==> src/rtl/pwm_updown_pkg.sv <==
package pwm_updown_pkg;

  typedef enum logic [1:0] {
    ACT_NONE   = 2'd0,
    ACT_SET    = 2'd1,
    ACT_CLEAR  = 2'd2,
    ACT_TOGGLE = 2'd3
  } actE;

  // control -> datapath strobes
  typedef struct packed {
    logic zeroCnt;
    logic stepUp;
    logic stepDown;
    logic turnDown;
    logic turnUp;
    logic loadActive;
  } strobeT;

  // datapath -> control status
  typedef struct packed {
    logic cntIsZero;
    logic cntIsPeriod;
    logic cmpEq;
    logic upHitsPeriod;
    logic downHitsZero;
    logic periodIsZero;
    logic dirDown;
  } statT;

  function automatic logic applyAct(input logic cur, input logic [1:0] code);
    case (actE'(code))
      ACT_SET:    applyAct = 1'b1;
      ACT_CLEAR:  applyAct = 1'b0;
      ACT_TOGGLE: applyAct = ~cur;
      default:    applyAct = cur;
    endcase
  endfunction

endpackage

==> src/rtl/pwm_updown_dp.sv <==
module pwm_updown_dp
  import pwm_updown_pkg::*;
#(
  parameter int CNT_W = 16
) (
  input  logic             clk,
  input  logic             rstN,
  input  logic [CNT_W-1:0] periodIn,
  input  logic             cmpWrEn,
  input  logic [CNT_W-1:0] cmpWrData,
  input  strobeT           strobe,
  output statT             stat,
  output logic [CNT_W-1:0] cntOut,
  output logic             dirDown
);

  localparam logic [CNT_W-1:0] ONE = CNT_W'(1);

  logic [CNT_W-1:0] cntQ;
  logic [CNT_W-1:0] perQ;
  logic [CNT_W-1:0] cmpQ;
  logic [CNT_W-1:0] shadowQ;
  logic             dirQ;
  logic [CNT_W-1:0] effPer;
  logic [CNT_W-1:0] cntInc;

  // at zero the live period governs the next ascent
  assign effPer = (cntQ == '0) ? periodIn : perQ;
  assign cntInc = cntQ + ONE;

  always_comb begin
    stat.cntIsZero    = (cntQ == '0);
    stat.cntIsPeriod  = (cntQ == perQ);
    stat.cmpEq        = (cntQ == cmpQ);
    stat.upHitsPeriod = (cntInc == effPer);
    stat.downHitsZero = (cntQ == ONE);
    stat.periodIsZero = (effPer == '0);
    stat.dirDown      = dirQ;
  end

  always_ff @(posedge clk) begin
    if (!rstN) begin
      cntQ    <= '0;
      perQ    <= '0;
      cmpQ    <= '0;
      shadowQ <= '0;
      dirQ    <= 1'b0;
    end else begin
      if (cmpWrEn) shadowQ <= cmpWrData;
      if (strobe.loadActive) begin
        perQ <= periodIn;
        cmpQ <= shadowQ;
      end
      if (strobe.zeroCnt)       cntQ <= '0;
      else if (strobe.stepUp)   cntQ <= cntInc;
      else if (strobe.stepDown) cntQ <= cntQ - ONE;
      if (strobe.zeroCnt || strobe.turnUp) dirQ <= 1'b0;
      else if (strobe.turnDown)            dirQ <= 1'b1;
    end
  end

  assign cntOut  = cntQ;
  assign dirDown = dirQ;

  // active compare only moves after a cycle at counter zero
  a_r3_load_at_zero: assert property (@(posedge clk) disable iff (!rstN)
    !$stable(cmpQ) |-> $past(cntQ) == '0);

  // descending never coincides with counter zero
  a_r1_down_not_zero: assert property (@(posedge clk) disable iff (!rstN)
    dirQ |-> cntQ != '0);

endmodule

==> src/rtl/pwm_updown_ctrl.sv <==
module pwm_updown_ctrl
  import pwm_updown_pkg::*;
(
  input  logic       clk,
  input  logic       rstN,
  input  logic       en,
  input  logic       irqDownSel,
  input  logic [1:0] actUp,
  input  logic [1:0] actDown,
  input  logic       irqClr,
  input  statT       stat,
  output strobeT     strobe,
  output logic       pwmOut,
  output logic       irqPulse,
  output logic       irqFlag
);

  logic matchNow;
  logic actUpHit;
  logic actDownHit;
  logic irqUpHit;
  logic irqDownHit;
  logic irqEvent;
  logic pwmQ;
  logic pulseQ;
  logic flagQ;

  // counter sequencing
  always_comb begin
    strobe.zeroCnt    = !en;
    strobe.stepUp     = en && !stat.dirDown && !stat.periodIsZero;
    strobe.turnDown   = strobe.stepUp && stat.upHitsPeriod;
    strobe.stepDown   = en && stat.dirDown;
    strobe.turnUp     = strobe.stepDown && stat.downHitsZero;
    strobe.loadActive = stat.cntIsZero;
  end

  // direction tagging: the peak belongs to the ascent for actions,
  // to the descent for interrupts
  assign matchNow   = en && stat.cmpEq;
  assign actUpHit   = matchNow && (!stat.dirDown || stat.cntIsPeriod);
  assign actDownHit = matchNow && stat.dirDown && !stat.cntIsPeriod;
  assign irqUpHit   = matchNow && !stat.dirDown;
  assign irqDownHit = matchNow && stat.dirDown;
  assign irqEvent   = irqDownSel ? irqDownHit : irqUpHit;

  always_ff @(posedge clk) begin
    if (!rstN) begin
      pwmQ   <= 1'b0;
      pulseQ <= 1'b0;
      flagQ  <= 1'b0;
    end else begin
      if (actUpHit)        pwmQ <= applyAct(pwmQ, actUp);
      else if (actDownHit) pwmQ <= applyAct(pwmQ, actDown);
      pulseQ <= irqEvent;
      flagQ  <= irqEvent || (flagQ && !irqClr);
    end
  end

  assign pwmOut   = pwmQ;
  assign irqPulse = pulseQ;
  assign irqFlag  = flagQ;

  // disabled run parks the counter at zero counting up
  a_r10_idle_zero: assert property (@(posedge clk) disable iff (!rstN)
    !en |=> stat.cntIsZero && !stat.dirDown);

  // the flag only drops on a clear
  a_r9_flag_sticky: assert property (@(posedge clk) disable iff (!rstN)
    flagQ && !irqClr |=> flagQ);

  // every pulse is reflected in the flag
  a_r8_pulse_flag: assert property (@(posedge clk) disable iff (!rstN)
    pulseQ |-> flagQ);

  // no output change while disabled
  a_r10_pwm_hold: assert property (@(posedge clk) disable iff (!rstN)
    !en |=> $stable(pwmQ));

endmodule

==> src/rtl/pwm_updown_gen.sv <==
module pwm_updown_gen
  import pwm_updown_pkg::*;
#(
  parameter int CNT_W = 16
) (
  input  logic             clk,
  input  logic             rstN,
  input  logic             en,
  input  logic [CNT_W-1:0] periodIn,
  input  logic             cmpWrEn,
  input  logic [CNT_W-1:0] cmpWrData,
  input  logic             irqDownSel,
  input  logic [1:0]       actUp,
  input  logic [1:0]       actDown,
  input  logic             irqClr,
  output logic             pwmOut,
  output logic [CNT_W-1:0] cntOut,
  output logic             dirDown,
  output logic             irqPulse,
  output logic             irqFlag
);

  strobeT strobe;
  statT   stat;

  pwm_updown_dp #(.CNT_W(CNT_W)) uDp (
    .clk       (clk),
    .rstN      (rstN),
    .periodIn  (periodIn),
    .cmpWrEn   (cmpWrEn),
    .cmpWrData (cmpWrData),
    .strobe    (strobe),
    .stat      (stat),
    .cntOut    (cntOut),
    .dirDown   (dirDown)
  );

  pwm_updown_ctrl uCtrl (
    .clk        (clk),
    .rstN       (rstN),
    .en         (en),
    .irqDownSel (irqDownSel),
    .actUp      (actUp),
    .actDown    (actDown),
    .irqClr     (irqClr),
    .stat       (stat),
    .strobe     (strobe),
    .pwmOut     (pwmOut),
    .irqPulse   (irqPulse),
    .irqFlag    (irqFlag)
  );

endmodule

==> config.mk <==
export PLATFORM = sky130hd
export DESIGN_NAME = pwm_updown_gen
export DESIGN_NICKNAME = d
export VERILOG_FILES = /design/src/rtl/pwm_updown_pkg.sv /design/src/rtl/pwm_updown_dp.sv /design/src/rtl/pwm_updown_ctrl.sv /design/src/rtl/pwm_updown_gen.sv
export SDC_FILE = /design/constraint.sdc
export NUM_CORES = 1
export LEC_CHECK = 0
export BUFFER_PORTS_ARGS = -buffer_cell sky130_fd_sc_hd__buf_2
export CAP_MARGIN = 20
export CORE_MARGIN = 2
export CORE_UTILIZATION = 40
export CTS_CLUSTER_DIAMETER = 40
export CTS_CLUSTER_SIZE = 10
export DETAILED_ROUTE_END_ITERATION = 12
export HOLD_SLACK_MARGIN = 0.15
export PLACE_DENSITY = 0.7
export SLEW_MARGIN = 20
export SYNTH_ARGS = -nofsm -noshare
export SYNTH_HDL_FRONTEND = slang
export SYNTH_SLANG_ARGS = --single-unit
==> constraint.sdc <==
create_clock -name clk -period 3.9 [get_ports clk]
set_clock_uncertainty 0.2 [all_clocks]
set_input_delay 0.39 -clock clk [delete_from_list [all_inputs] [get_ports clk]]
set_output_delay 0.39 -clock clk [all_outputs]
set_load 0.03 [all_outputs]
# Word-level counts from Yosys, hierarchy flattened
# Index checks and enable logic that the tools add are counted.
[totals]
reg_bits = 68
out_inout_bits = 20
elab_cells = 58
input_bits = 42
[classes]
n_addsub = 2
muxes = 8
n_bitwise = 2
eq_ne = 11
n_reduce_logical = 27
[ops]
columns = ["op", "n"]
rows = [
  ["equality test 16 bit", 3],
  ["two-way mux 16 bit", 3],
  ["logical NOT 16 bit", 2],
  ["adder 16 x 1 -> 16 bit (second input constant)", 1],
  ["equality test 16 x 1 -> 1 bit (second input constant)", 1],
  ["subtractor 16 x 1 -> 16 bit (second input constant)", 1],
  ["logical AND 1 bit", 11],
  ["equality test 2 bit (second input constant)", 4],
  ["one-hot mux 1 bit (3 select lines)", 2],
  ["logical NOT 1 bit", 5],
  ["equality test 2 x 1 -> 1 bit (second input constant)", 2],
  ["inequality test 4 bit (second input constant)", 1],
  ["nonzero test 2 bit", 2],
  ["nonzero test 4 bit", 1],
  ["logical OR 1 bit", 3],
  ["two-way mux 1 bit", 3],
  ["AND reduction 3 bit", 1],
  ["inverter 1 bit", 2],
  ["AND reduction 2 bit", 1],
  ["OR reduction 2 bit", 1],
]

# Depth between registers and ports, before layout
[logic_depth]
ltp_word = 6
mapped_depth = 13
depth_no_buf = 10

# Modules after synthesis
# From an unflattened synthesis, not the netlist that was laid out.
[unflattened]
cells_unflattened = 452
hier_area_um2 = 4126.5
[by_module_without_submodules]
columns = ["module", "area_each_um2", "cells_per_inst", "n_inst", "seq_area_each_um2"]
rows = [
  ["pwm_updown_dp", 3887.5, 422, 1, 1301.2],
  ["pwm_updown_ctrl", 239.0, 30, 1, 60.1],
]

# Worst setup path after synthesis
# No wires, ideal clock.
[synth_path]
path_type = "reg-to-reg"
start = "register uDp.cntQ[0], in the netlist uDp.cntOut[0]"
end = "register uDp.dirQ, in the netlist uDp.dirDown"
n_path_buf = 2
t_arrival_ns = 3.227
path_slack_ns = 0.386
required_ns = 3.613
setup_ns = 0.087
synth_period_minus_slack_ns = 3.514
path_stages_with_launch = 13
path_cell_list = "dfxtp_1 -> clkbuf_1 -> inv_1 -> ha_1 -> nor3b_1 -> and4b_1 -> buf_6 -> mux2i_1 -> xnor2_1 -> nand2_1 -> or4_1 -> or4_1 -> o31ai_1"
[synth_between]
elab_chain_cells = 6
elab_cells_between_ends = 12
cone_classes = "1 x add/sub; 2 x eq/ne; 1 x mux; 8 x reduce/logical"
[synth_rtl]
columns = ["element", "line_no", "source"]
rows = [
  ["start: declaration", "pwm_updown_dp.sv:19", "logic [CNT_W-1:0] cntQ;"],
  ["start signal: assignment", "pwm_updown_dp.sv:55", "else if (strobe.stepUp) cntQ <= cntInc;"],
  ["start signal: assignment", "pwm_updown_dp.sv:56", "else if (strobe.stepDown) cntQ <= cntQ - ONE;"],
  ["parallel branches: the longest is 6 deep, another holds adder 16 x 1 -> 16 bit", "n/a", ""],
  ["end signal: assignment", "pwm_updown_dp.sv:47", "dirQ <= 1'b0;"],
  ["end signal: assignment", "pwm_updown_dp.sv:57", "if (strobe.zeroCnt || strobe.turnUp) dirQ <= 1'b0;"],
  ["end signal: assignment", "pwm_updown_dp.sv:58", "else if (strobe.turnDown) dirQ <= 1'b1;"],
  ["end: declaration", "pwm_updown_dp.sv:23", "logic dirQ;"],
]
# Several ways; the timed one is not identified.
# A chain may end at the register's enable or synchronous reset.

# Worst setup path in the final report
[layout_path]
start = "register uDp.cntQ[1], in the netlist uDp.cntOut[1]"
end = "register uDp.dirQ, in the netlist uDp.dirDown"
# Same word-level chain as after synthesis.

==> results_dict.tcl <==
set metrics [dict create \
    mostFrequentLayoutCells "dfxtp_1 (68), buf_2 (61), nand2_1 (52)" \
    fmax_mhz 271.7 \
    grt_start_max_net_pins 52 \
    synthMuxAreaShare 0.09279 \
    synth_area_um2 3802 \
    hold_violations 0 \
    synth-compound-area-share 0.08490 \
    ios 62 \
    clock-sinks 68 \
    outcome "finished clean" \
    antenna_found_initial 0 \
    path_max_fanout 10 \
    synth_seq_cells 68 \
    cp_slowest_cell "or4_1" \
    clk_path_buf_depth 2 \
    cp_slowest_stage_delay_ps 530 \
    antenna_cells 0 \
    drtPass1Iterations 4 \
    cts_tree "yes" \
    r2r_slack_ps 220 \
    layout_commonest_cell "dfxtp_1" \
    arrival_ps 3740 \
    max_cap_viol_count 0 \
    num-fill-cells 883 \
    crit_start "uDp.cntOut[1]" \
    crit_chain "inv_1 > ha_1 > nor3b_1 > and4b_1 > mux2i_1 > xnor2_1 > nand2_1 > or4_1 > or4_1 > o31ai_1" \
    syn2layout_area_growth_pct 21.88 \
    core_area_um2 9240 \
    period_minus_slack_ps 3680 \
    cts_made_buffers 9 \
    p_switching_w 0.0005292 \
    rsz0062_at_grt "no" \
    gp_congestion 0.9252 \
    root_buffer "clkbuf_8" \
    num_rows 35 \
    die_h_um 101.5 \
    wire_per_inst_um 15.24 \
    fin_crit_sh 0.9436 \
    drc 0 \
    power.internal_w 0.001154 \
    netlist_top_cells_area "dfxtp_1 (36%), xor2_1 (8.8%), mux2i_1 (8.7%)" \
    p_sw_frac 0.3145 \
    synth_cell_types 41 \
    leakage_nw 1.939 \
    synthSimpleGateAreaFrac 0.2442 \
    insertion_delay_ps 360 \
    dieWidth_um 101.5 \
    synth_top_family_by_area "simple AND/OR/NAND/NOR gates" \
    syn_inst 436 \
    clkPwrFrac 0.328 \
    synth-edff-count 0 \
    wl_mm 9.827 \
    gr-total-overflow 0 \
    h-tree-depth 3 \
    via_count 3282 \
    hpwlAfterDp_mm 7.328 \
    report.final.slew_viol_count 0 \
    async_reset_ff_frac 0 \
    seqPwrFrac 0.461 \
    p_total_w 0.001683 \
    cts.clk_slew.worst_paths_ps 80 \
    final_layout_size_suffix_gt1_frac 0.1880 \
    vias_per_cell 5.088 \
    final_nets 558 \
    crit_type "flop to flop" \
    setup_viol 0 \
    io_buffers 61 \
    fin_tns_setup_ps 0 \
    hold_depth 3 \
    power.density_nw_per_um2 363.1 \
    grt_pass1_vias 3351 \
    synth_fp_nets 483 \
    synth_area_leader_cell "dfxtp_1" \
    initial_core_util 0.4115 \
    reg2regPathDepth 10 \
    yosys.area.top_type_share 0.3580 \
    tightestPinTransition_ps 564.1 \
    seq_area_frac_synth 0.3580 \
    ant_nets 0 \
    combPwrFrac 0.210 \
    irDropWorstVdd_v 0.0002739 \
    cp-end-kind "flop" \
    hold_path.class "input port to flop" \
    crit_path_frequent_cell "or4_1" \
    drt_iter0_markers 165 \
    worstSetupEndpoint "uDp.dirDown" \
    setup.worst_path.start_class "flop" \
    grt_pass1_wl_mm 16.73 \
    yosysWarnings 0 \
    r2r_start "uDp.cntOut[1]" \
    syn-mean-instance-area_um2 8.721 \
    grt.total_usage 0.2063 \
    cts_setup_buffers 0 \
    rr_endpoint "uDp.dirDown" \
    synth_fa_ha_area_frac 0.01645 \
    synth_flop_cell "dfxtp_1" \
    synth_xor_area_frac 0.1658 \
    slew_headroom 0.6234 \
    fp.dieArea_um2 10300 \
    required_ps 3960 \
]
-- layer usage --
| layer | part of all wire | GRT usage | up-vias |
|---|---|---|---|
| met5 | 0 | 0 | - |
| met4 | 0.012 | 0.05717 | 0 |
| met3 | 0.050 | 0.04693 | 10 |
| met2 | 0.48 | 0.3512 | 92 |
| met1 | 0.45 | 0.2620 | 1532 |
| li1 | - | - | 1648 |
-- worst min path at each step --
stage | start | endpoint
after floorplan | uDp.shadowQ[10] | uDp.cmpQ[10]
after global placement | uCtrl.irqFlag | uCtrl.irqFlag
after detailed placement | uDp.shadowQ[14] | uDp.cmpQ[14]
after CTS | periodIn[15] | uDp.perQ[15]
after global routing | periodIn[7] | uDp.perQ[7]
final | periodIn[7] | uDp.perQ[7]
-- registers in the layout, indices dropped and copies added (netlist names) --
name            count
uDp.cntOut         16
uDp.perQ           16
uCtrl.irqPulse      1
uDp.cmpQ           16
uDp.dirDown         1
uCtrl.pwmOut        1
uCtrl.irqFlag       1
uDp.shadowQ        16
-- worst max-delay path: cells and delay by family, from the launching register on --
family          cells  cell delay (ps)
fa+ha+maj           1              210
mux                 1              350
simple gates        5             1850
flops               1              420
xor+xnor            1              160
buf+inv             1              130
compound gates      1              280
-- what timing repair did --
action,in CTS,in global routing
endpoints found under the hold margin,20,0
hold buffers,20,0
resized for setup,0,0
-- layout make-up --
cell class / instances / area, µm² / area share
inverters: 3 / 11.26 / 0.002430
repair buffers: 96 / 618.1 / 0.1334
multi-input cells: 333 / 2297 / 0.4957
clock buffers: 10 / 137.6 / 0.02970
clock inverters: 6 / 47.55 / 0.01026
well taps: 129 / 161.4 / 0.03483
flip-flops and latches: 68 / 1361 / 0.2937
-- stage by stage --
step / hold WS [ps] / setup slack [ps] / std cells / utilization / area, µm²
after floorplan: 242.8 / 386.3 / 436 / - / 3802
after global placement: 246.5 / 504.2 / 609 / 0.4599 / 4249
after detailed placement: 261.1 / 306.9 / 609 / 0.4599 / 4249
after CTS: 154.0 / 243.2 / 645 / 0.5016 / 4634
after global routing: 170.8 / 55.36 / 645 / 0.5016 / 4634
final: 160.9 / 220.1 / 645 / 0.5016 / 4634
-- Yosys cell counts, drive strengths merged (7+ instances only) --
cell type and number:
dfxtp 68, nand2 52, xor2 38, xnor2 34, mux2i 33, nor2b 32, nor2 26, clkbuf 25
a21boi 19, nor4 16, nand4 12, nand3 11, a211oi 7, buf 7
-- kinds of logic after synthesis --
kind of cell             Yosys count
AO/OA/AOI/OAI                     45
buffers and inverters             35
flip-flops                        68
multiplexers                      35
XOR/XNOR                          72
adder cells (fa/ha/maj)            5
AND/OR/NAND/NOR                  176
-- power groups by stage --
stage          logic (W)  clock network (W)  registers [W]
3_3_place_gp    0.000333                  0       0.000792
6_report        0.000354           0.000552       0.000776
2_1_floorplan   0.000246                  0       0.000790
5_1_grt         0.000395           0.000596       0.000783
3_5_place_dp    0.000339                  0       0.000792
4_1_cts         0.000355           0.000560       0.000776
No activity file was read; power rests on OpenSTA's default activity.
